--- config.mk ---
export PLATFORM = sky130hd
export DESIGN_NAME = resid_mon
export DESIGN_NICKNAME = d
export VERILOG_FILES = /design/src/rtl/resid_pkg.sv /design/src/rtl/resid_line.sv /design/src/rtl/resid_flush.sv /design/src/rtl/resid_mon.sv
export SDC_FILE = /design/constraint.sdc
export NUM_CORES = 1
export LEC_CHECK = 0
export BUFFER_PORTS_ARGS = -buffer_cell sky130_fd_sc_hd__buf_2
export CAP_MARGIN = 20
export CORE_ASPECT_RATIO = 2
export CORE_MARGIN = 2
export CORE_UTILIZATION = 30
export DETAILED_ROUTE_END_ITERATION = 12
export GPL_TIMING_DRIVEN = 0
export PLACE_DENSITY = 0.49
export SYNTH_ARGS = -nofsm -noshare
export SYNTH_HDL_FRONTEND = slang
export SYNTH_SLANG_ARGS = --single-unit
--- constraint.sdc ---
create_clock -name clk -period 2.3 [get_ports clk]
set_clock_uncertainty 0.15 [all_clocks]
set_input_delay 0.23 -clock clk [delete_from_list [all_inputs] [get_ports clk]]
set_output_delay 0.23 -clock clk [all_outputs]
set_load 0.005 [all_outputs]
--- src/rtl/resid_pkg.sv ---
package resid_pkg;

    localparam int DEF_ADDR_W     = 8;
    localparam int DEF_LINE_BYTES = 2;
    localparam int DEF_NUM_LINES  = 2;
    localparam int DEF_CNT_W      = 8;

    typedef enum logic [1:0] {
        SCAN_IDLE = 2'd0,
        SCAN_RUN  = 2'd1,
        SCAN_DONE = 2'd2
    } scan_st_e;

endpackage

--- src/rtl/resid_line.sv ---
module resid_line #(
    parameter int TAG_W = 6,
    parameter int CNT_W = 8
) (
    input  logic             clk,
    input  logic             rst,
    input  logic             sel,
    input  logic [TAG_W-1:0] tag_in,
    input  logic             clr,
    output logic             valid_o,
    output logic [CNT_W-1:0] count_o,
    output logic             evict_o
);
    localparam logic [CNT_W-1:0] CNT_MAX = {CNT_W{1'b1}};

    logic [TAG_W-1:0] tag_q;
    logic             hit;

    assign hit     = valid_o && (tag_q == tag_in);
    assign evict_o = sel && valid_o && !hit;

    always_ff @(posedge clk) begin
        if (rst) begin
            valid_o <= 1'b0;
            tag_q   <= '0;
            count_o <= '0;
        end else if (clr) begin
            valid_o <= 1'b0;
        end else if (sel) begin
            if (hit) begin
                if (count_o != CNT_MAX) count_o <= count_o + 1'b1;
            end else begin
                valid_o <= 1'b1;
                tag_q   <= tag_in;
                count_o <= {{(CNT_W-1){1'b0}}, 1'b1};
            end
        end
    end


    alloc_one_chk: assert property (@(posedge clk) disable iff (rst)
        $past(sel && !valid_o && !clr) |-> (valid_o && count_o == 1));


    no_wrap_chk: assert property (@(posedge clk) disable iff (rst)
        $past(sel && hit && !clr) |-> (count_o >= $past(count_o)));

endmodule

--- src/rtl/resid_flush.sv ---
module resid_flush
    import resid_pkg::*;
#(
    parameter int NUM_LINES = 2,
    parameter int IDX_W     = 1
) (
    input  logic             clk,
    input  logic             rst,
    input  logic             start,
    output logic             busy,
    output logic             done,
    output logic [IDX_W-1:0] ptr
);
    localparam logic [IDX_W-1:0] LAST = IDX_W'(NUM_LINES - 1);

    scan_st_e st;

    assign busy = (st == SCAN_RUN);
    assign done = (st == SCAN_DONE);

    always_ff @(posedge clk) begin
        if (rst) begin
            st  <= SCAN_IDLE;
            ptr <= '0;
        end else begin
            case (st)
                SCAN_IDLE: if (start) begin
                    st  <= SCAN_RUN;
                    ptr <= '0;
                end
                SCAN_RUN: begin
                    if (ptr == LAST) st <= SCAN_DONE;
                    else             ptr <= ptr + 1'b1;
                end
                default: st <= SCAN_DONE;
            endcase
        end
    end


    scan_order_chk: assert property (@(posedge clk) disable iff (rst)
        ($past(busy) && busy) |-> (ptr == $past(ptr) + 1'b1));


    done_sticky_chk: assert property (@(posedge clk) disable iff (rst)
        $past(done) |-> done);

endmodule

--- src/rtl/resid_mon.sv ---
module resid_mon
    import resid_pkg::*;
#(
    parameter int ADDR_W     = DEF_ADDR_W,
    parameter int LINE_BYTES = DEF_LINE_BYTES,
    parameter int NUM_LINES  = DEF_NUM_LINES,
    parameter int CNT_W      = DEF_CNT_W,
    localparam int OFF_W     = $clog2(LINE_BYTES),
    localparam int IDX_W     = (NUM_LINES > 1) ? $clog2(NUM_LINES) : 1,
    localparam int TAG_W     = ADDR_W - OFF_W - $clog2(NUM_LINES)
) (
    input  logic              clk,
    input  logic              rst,
    input  logic              ref_valid,
    input  logic [ADDR_W-1:0] ref_addr,
    input  logic              run_end,
    output logic              rec_valid,
    output logic [IDX_W-1:0]  rec_line,
    output logic [CNT_W-1:0]  rec_len,
    output logic              flush_done
);
    logic                 scan_busy;
    logic [IDX_W-1:0]     scan_ptr;
    logic                 ref_ok;
    logic [IDX_W-1:0]     ref_idx;
    logic [TAG_W-1:0]     ref_tag;
    logic [NUM_LINES-1:0] l_valid, l_evict;
    logic [CNT_W-1:0]     l_count [NUM_LINES];

    logic                 ev_any;
    logic [IDX_W-1:0]     ev_idx;
    logic [CNT_W-1:0]     ev_len;

    assign ref_ok  = ref_valid && !scan_busy && !flush_done;
    assign ref_idx = IDX_W'((ref_addr >> OFF_W) % NUM_LINES);
    assign ref_tag = TAG_W'(ref_addr >> (OFF_W + $clog2(NUM_LINES)));

    resid_flush #(.NUM_LINES(NUM_LINES), .IDX_W(IDX_W)) u_flush (
        .clk   (clk),
        .rst   (rst),
        .start (run_end),
        .busy  (scan_busy),
        .done  (flush_done),
        .ptr   (scan_ptr)
    );

    for (genvar i = 0; i < NUM_LINES; i++) begin : g_line
        resid_line #(.TAG_W(TAG_W), .CNT_W(CNT_W)) u_line (
            .clk     (clk),
            .rst     (rst),
            .sel     (ref_ok && ref_idx == IDX_W'(i)),
            .tag_in  (ref_tag),
            .clr     (scan_busy && scan_ptr == IDX_W'(i)),
            .valid_o (l_valid[i]),
            .count_o (l_count[i]),
            .evict_o (l_evict[i])
        );
    end

    always_comb begin
        ev_any = 1'b0;
        ev_idx = '0;
        ev_len = '0;
        for (int i = 0; i < NUM_LINES; i++) begin
            if (l_evict[i]) begin
                ev_any = 1'b1;
                ev_idx = IDX_W'(i);
                ev_len = l_count[i];
            end
        end
    end

    always_ff @(posedge clk) begin
        if (rst) begin
            rec_valid <= 1'b0;
            rec_line  <= '0;
            rec_len   <= '0;
        end else begin
            rec_valid <= 1'b0;
            if (scan_busy && l_valid[scan_ptr]) begin
                rec_valid <= 1'b1;
                rec_line  <= scan_ptr;
                rec_len   <= l_count[scan_ptr];
            end else if (ev_any) begin
                rec_valid <= 1'b1;
                rec_line  <= ev_idx;
                rec_len   <= ev_len;
            end
        end
    end


    len_nonzero_chk: assert property (@(posedge clk) disable iff (rst)
        rec_valid |-> (rec_len != '0));


    quiet_after_done_chk: assert property (@(posedge clk) disable iff (rst)
        (flush_done && $past(flush_done)) |-> !rec_valid);

endmodule

Word level (Yosys, flattened, before mapping). Cells that the tools add are included. W data, S select, Z words.

Add/sub/neg operators: 3. Order comparisons: 2. Equality and inequality tests: 10. Muxes and demuxes: 26. Bitwise logic cells: 7. Reductions and logical operators: 30.

Operator list (count): $mux W8 (11); $add A8 B1 Y8 const B (2); $ne A8 B8 Y1 const B (2); $logic_and A1 B1 Y1 (13); $eq A6 B6 Y1 (2); $reduce_and A3 Y1 (4); $mux W1 (11); $reduce_and A2 Y1 (4); $ne A2 B2 Y1 const B (3); $not A1 Y1 (6); $logic_not A1 Y1 (4); $mux W2 (2); $pmux W2 S2 (1); $reduce_bool A2 Y1 (2); $reduce_or A2 Y1 (2); $eq A2 B1 Y1 const B (1); $eq A2 B2 Y1 const B (1); $ge A2 B2 Y1 const B (1); $logic_not A2 Y1 (1); $lt A1 B2 Y1 const B (1); $ne A2 B1 Y1 const B (1); $not A1 Y2 (1); $pmux W1 S2 (1); $add A1 B1 Y1 const B (1).

Flip-flop bits (word level): 43. Input bits: 12. Output and inout bits: 11. Logic and storage cells: 89.

Depth between registers and ports, before layout.
Word-level depth: 11. Mapped depth: 7. Depth with buffers taken out: 6.

By module. From an unflattened synthesis, not the netlist that was laid out.

Cells, all modules: 272. Area total of the unflattened synthesis: 2494.9 um^2.

By module, submodules not included: resid_line (times used 2, cells an instance 94, area an instance 815.8 um^2, seq. area each 300.3 um^2); resid_mon (times used 1, cells an instance 70, area an instance 728.2 um^2, seq. area each 200.2 um^2); resid_flush (times used 1, cells an instance 14, area an instance 135.1 um^2, seq. area each 60.1 um^2).

Worst setup path before layout. No wires, ideal clock.

Path kind: register to register. From: register u_flush.st[0]. To: register g_line[0].u_line.count_o[5]. Library setup time: 0.073 ns. Arrival time: 1.699 ns. Required time: 2.077 ns. Setup slack: 0.378 ns. Stages on the path, launching flop included: 7. Buffers on the path: 1. Period minus slack after synthesis: 1.922 ns. Cell sequence: dfxtp_1 > buf_6 > xor2_1 > or3_4 > or3_1 > or3_1 > a21oi_1.

Longest elaborated chain between the ends: 6. Elaborated cells between the ends (all ways): 10. Classes of those cells: eq/ne: 2; bitwise: 1; reduce/logical: 7.

Ends and longest elaborated chain: from (decl) (line resid_flush.sv:16) `scan_st_e st;`; from (signal assigned) (line resid_flush.sv:23) `st <= SCAN_IDLE;`; from (signal assigned) (line resid_flush.sv:28) `st <= SCAN_RUN;`; from (signal assigned) (line resid_flush.sv:32) `if (ptr == LAST) st <= SCAN_DONE;`; $eq A2 B1 Y1 (line resid_flush.sv:18) `assign busy = (st == SCAN_RUN);`; $logic_not A1 Y1 (line resid_mon.sv:34) `assign ref_ok = ref_valid && !scan_busy && !flush_done;`; $logic_and A1 B1 Y1 (2 in a row) (line resid_mon.sv:34); $logic_and A1 B1 Y1 (line resid_mon.sv:51) `.sel (ref_ok && ref_idx == IDX_W'(i)),`; $reduce_and A3 Y1 (no source line) *; to (signal assigned) (line resid_line.sv:31) `if (count_o != CNT_MAX) count_o <= count_o + 1'b1;`; to (signal assigned) (line resid_line.sv:35) `count_o <= {{(CNT_W-1){1'b0}}, 1'b1};`; to (decl) (line resid_line.sv:11) `output logic [CNT_W-1:0] count_o,`.

Every way passes the cells marked *; elsewhere a longest branch is shown, timed or not. A chain may end at the register's enable or synchronous reset.

Final worst setup path. Ends and elaborated chain as after synthesis.

==> qor_table.md <==
| Quantity | Value |
|---|---|
| Number of nets in the layout | 263 |
| Data arrival, critical path | 2.10 ns |
| Cell area power density | 691.6 mW/mm2 |
| WHS | 0.09821 ns |
| Post-Syn Area per Cell | 9.142 um2 |
| Number of CTS-inserted buffers | 5 |
| Most common flop cell mapped by yosys | sky130_fd_sc_hd__dfxtp_1 |
| Least-Margin Pin Slew | 0.5944 ns |
| Total Wirelength | 4820 um |
| Chip height | 120.3 um |
| Combinational power share | 10.6% |
| Commonest cells after routing, fill and taps aside | 43 x sky130_fd_sc_hd__dfxtp_1, 25 x sky130_fd_sc_hd__buf_2, 24 x sky130_fd_sc_hd__nor2_1 |
| Peak supply drop | 0.0005722 V |
| Number of design-rule violations left by the first detailed-router iteration | 39 |
| Number of buffer cells added on primary ports | 20 |
| Max-slew violation count | 0 |
| Switching Share | 24.25% |
| Number of distinct library cell variants in the gate-level netlist after synthesis | 39 |
| Max Cap Violations | 0 |
| # diodes | 0 |
| Drt first pass iters | 4 |
| Synth Warn # | 0 |
| Sink Count | 43 |
| R2R depth | 6 |
| Synthesized flop and latch total | 43 |
| Total via count in the routed design | 1,689 |
| Number of I/O pins | 23 |
| Area Growth Syn to Fin | 17.63% |
| Final TNS setup | 0 ns |
| RSZ-0062 raised after global routing | false |
| Overall die area | 0.007479 mm2 |
| Share of flip-flops with an asynchronous set or reset after synthesis | 0% |
| Share of cells above drive strength 1 | 14.80% |
| Initial antenna violation count | 0 |
| Nets in the synthesized netlist | 236 |
| Status | finished, final reports clean |
| Final hold violation count | 0 |
| Max Clock Freq | 0.4915 GHz |
| Startpoint kind of the worst setup timing path | flop |
| Post-DP HPWL | 3656 um |
| Gate count of the mapped netlist | 222 |
| CTS tree | yes |
| Starting density of the core | 30.90% |
| Worst-Skew Late Latency | 0.28 ns |
| Clock-pin slew on the worst setup and hold paths | 0.06 ns |
| Final number of setup-violating endpoints | 0 |
| Critical path type | reg2reg |
| Horizontal die dimension | 62.16 um |
| Proportion of synthesized chip area in sequential cells | 42.42% |
| Final GP Congestion | 0.7640 |
| Capture point of the critical path | g_line[0].u_line.count_o[5] |
| Crit share post-route | 88.47% |
| Hold WC Path Type | in2reg |
| Source of the critical timing path | u_flush.st[0] |
| Area of the placeable core | 0.006569 mm2 |
| Startpoint of the most critical register-to-register path | u_flush.st[0] |
| Number of buffers inserted for hold repair after clock tree synthesis | 0 |
| Global-route wire length before repair | 8321 um |
| Register-to-Register Setup Slack | 0.27 ns |
| Drc violations | 0 |
| Required time of the critical path | 2.37 ns |
| Site Rows | 42 |
| Pleak | 0.9253 nW |
| Global-route usage over all layers | 14.21% |
| Netlist area before placement | 0.002029 mm2 |
| Share of power burned in the clock network | 41.4% |
| Global-route congestion overflow total | 0 |
| H-tree lvl count | 2 |
| Most frequent standard cell in the layout excluding fill and tap cells | sky130_fd_sc_hd__dfxtp_1 |
| DRT antenna net count | 0 |
| Power share of the sequential group | 48.0% |
| Max_slew headroom | 60.38% |
| CTS root buffer | sky130_fd_sc_hd__clkbuf_16 |
| Max Buffers Root-to-Sink | 2 |
| Reported net switching power | 0.0004005 W |
| Crit-path max FO | 7 |
| Largest net degree at the start of global routing | 13 |
| Via count of the first global-routing pass | 1,695 |
| Fraction of the core area covered by cells at the end of the flow | 36.34% |
| Cell-internal power | 0.001251 W |
| Setup crit end kind | flop |
| Time the worst path needs with I/O delays and setup | 2.035 ns |
| Capture instance of the worst register-to-register path | g_line[0].u_line.count_o[5] |
| Post-synth EDFFs | 0 |
| Average routed wire per standard cell | 14.26 um |
| DR vias/cell | 4.997 |
layer usage:
layer | wire [um] | up-vias | share of wire (%) | GRT usage [%]
li1 | - | 860 | - | -
met3 | 155 | 4 | 3.2 | 2.791
met2 | 2724 | 31 | 57 | 26.22
met4 | 69 | 0 | 1.4 | 7.361
met1 | 1871 | 794 | 39 | 15.06
met5 | 0 | - | 0 | 0
repair_timing:
action                     in CTS  in global routing
setup endpoints to repair       0                 19
buffers inserted                0                  1
resized for setup               0                  2
stage by stage:
stage	std cells	instance area (um2)	worst slack (ns)	power, W
after floorplan	222	2029	0.3780	0.0009283
after global placement	330	2240	0.1112	0.0009823
after detailed placement	330	2240	0.1063	0.0009853
after CTS	338	2377	0.1124	0.001683
after global routing	338	2387	0.1026	0.001734
final	338	2387	0.2652	0.001651
sequential cells by signal (all words and copies together), names as in the netlist:
signal / flops
rec_line: 1
rec_len: 8
rec_valid: 1
u_flush.st: 2
g_line.u_line.tag_q: 12
g_line.u_line.valid_o: 2
g_line.u_line.count_o: 16
u_flush.ptr: 1
power groups by stage:
stage / logic, W / registers, W / clock network [W]
floorplan: 0.000123 / 0.000806 / 0
global placement: 0.000174 / 0.000808 / 0
detailed placement: 0.000176 / 0.000810 / 0
CTS: 0.000176 / 0.000793 / 0.000714
global route: 0.000195 / 0.000797 / 0.000742
finish: 0.000175 / 0.000793 / 0.000683
layout make-up:
class                   count  area, um2
flip-flops and latches     43      860.8
inverters                   6      22.52
clock inverters             1      5.005
fillers                   708       4182
repair buffers             21      107.6
multi-input cells         162       1097
well taps                  88      110.1
clock buffers               7      132.6
plain buffers              10      51.30
kinds of logic after synthesis:
logic type	share of synthesized area (%)
multiplexers	10.42
AND/OR/NAND/NOR	18.56
flip-flops	42.42
buffers and inverters	3.822
adder cells (fa/ha/maj)	1.233
AO/OA/AOI/OAI	14.92
XOR/XNOR	8.631
Yosys cell counts (all sizes together), types with 4 or more instances:
cell / count / area (um2)
dfxtp: 43 / 860.8
nor2: 24 / 90.09
mux2i: 20 / 200.2
xnor2: 19 / 166.4
a211oi: 16 / 120.1
a21oi: 14 / 70.07
nand2: 11 / 41.29
nand3: 10 / 50.05
buf: 7 / 40.03
inv: 5 / 18.77
nor4: 5 / 31.28
o21ai: 5 / 25.02
clkbuf: 4 / 15.01
nand4: 4 / 25.02
o31ai: 4 / 30.03
worst max-delay path: stages, from the launching register on:
cell and delay (ns):
sky130_fd_sc_hd__dfxtp_1 0.30, sky130_fd_sc_hd__buf_6 0.12, sky130_fd_sc_hd__xor2_1 0.18, sky130_fd_sc_hd__or3_4 0.38, sky130_fd_sc_hd__or3_1 0.38, sky130_fd_sc_hd__or3_1 0.31, sky130_fd_sc_hd__a21oi_1 0.13
how the worst min path moves through the flow:
stage | slack (ns) | endpoint | cells past startpoint | startpoint
after floorplan | 0.22 | g_line[0].u_line.tag_q[0] | 2 | ref_addr[2]
after global placement | 0.29 | rec_line | 2 | rec_line
after detailed placement | 0.30 | rec_line | 2 | rec_line
after CTS | 0.1 | g_line[1].u_line.tag_q[2] | 3 | ref_addr[4]
after global routing | 0.10 | g_line[1].u_line.tag_q[2] | 3 | ref_addr[4]
final | 0.1 | g_line[1].u_line.tag_q[2] | 3 | ref_addr[4]
(Power assumes the default switching activity.)
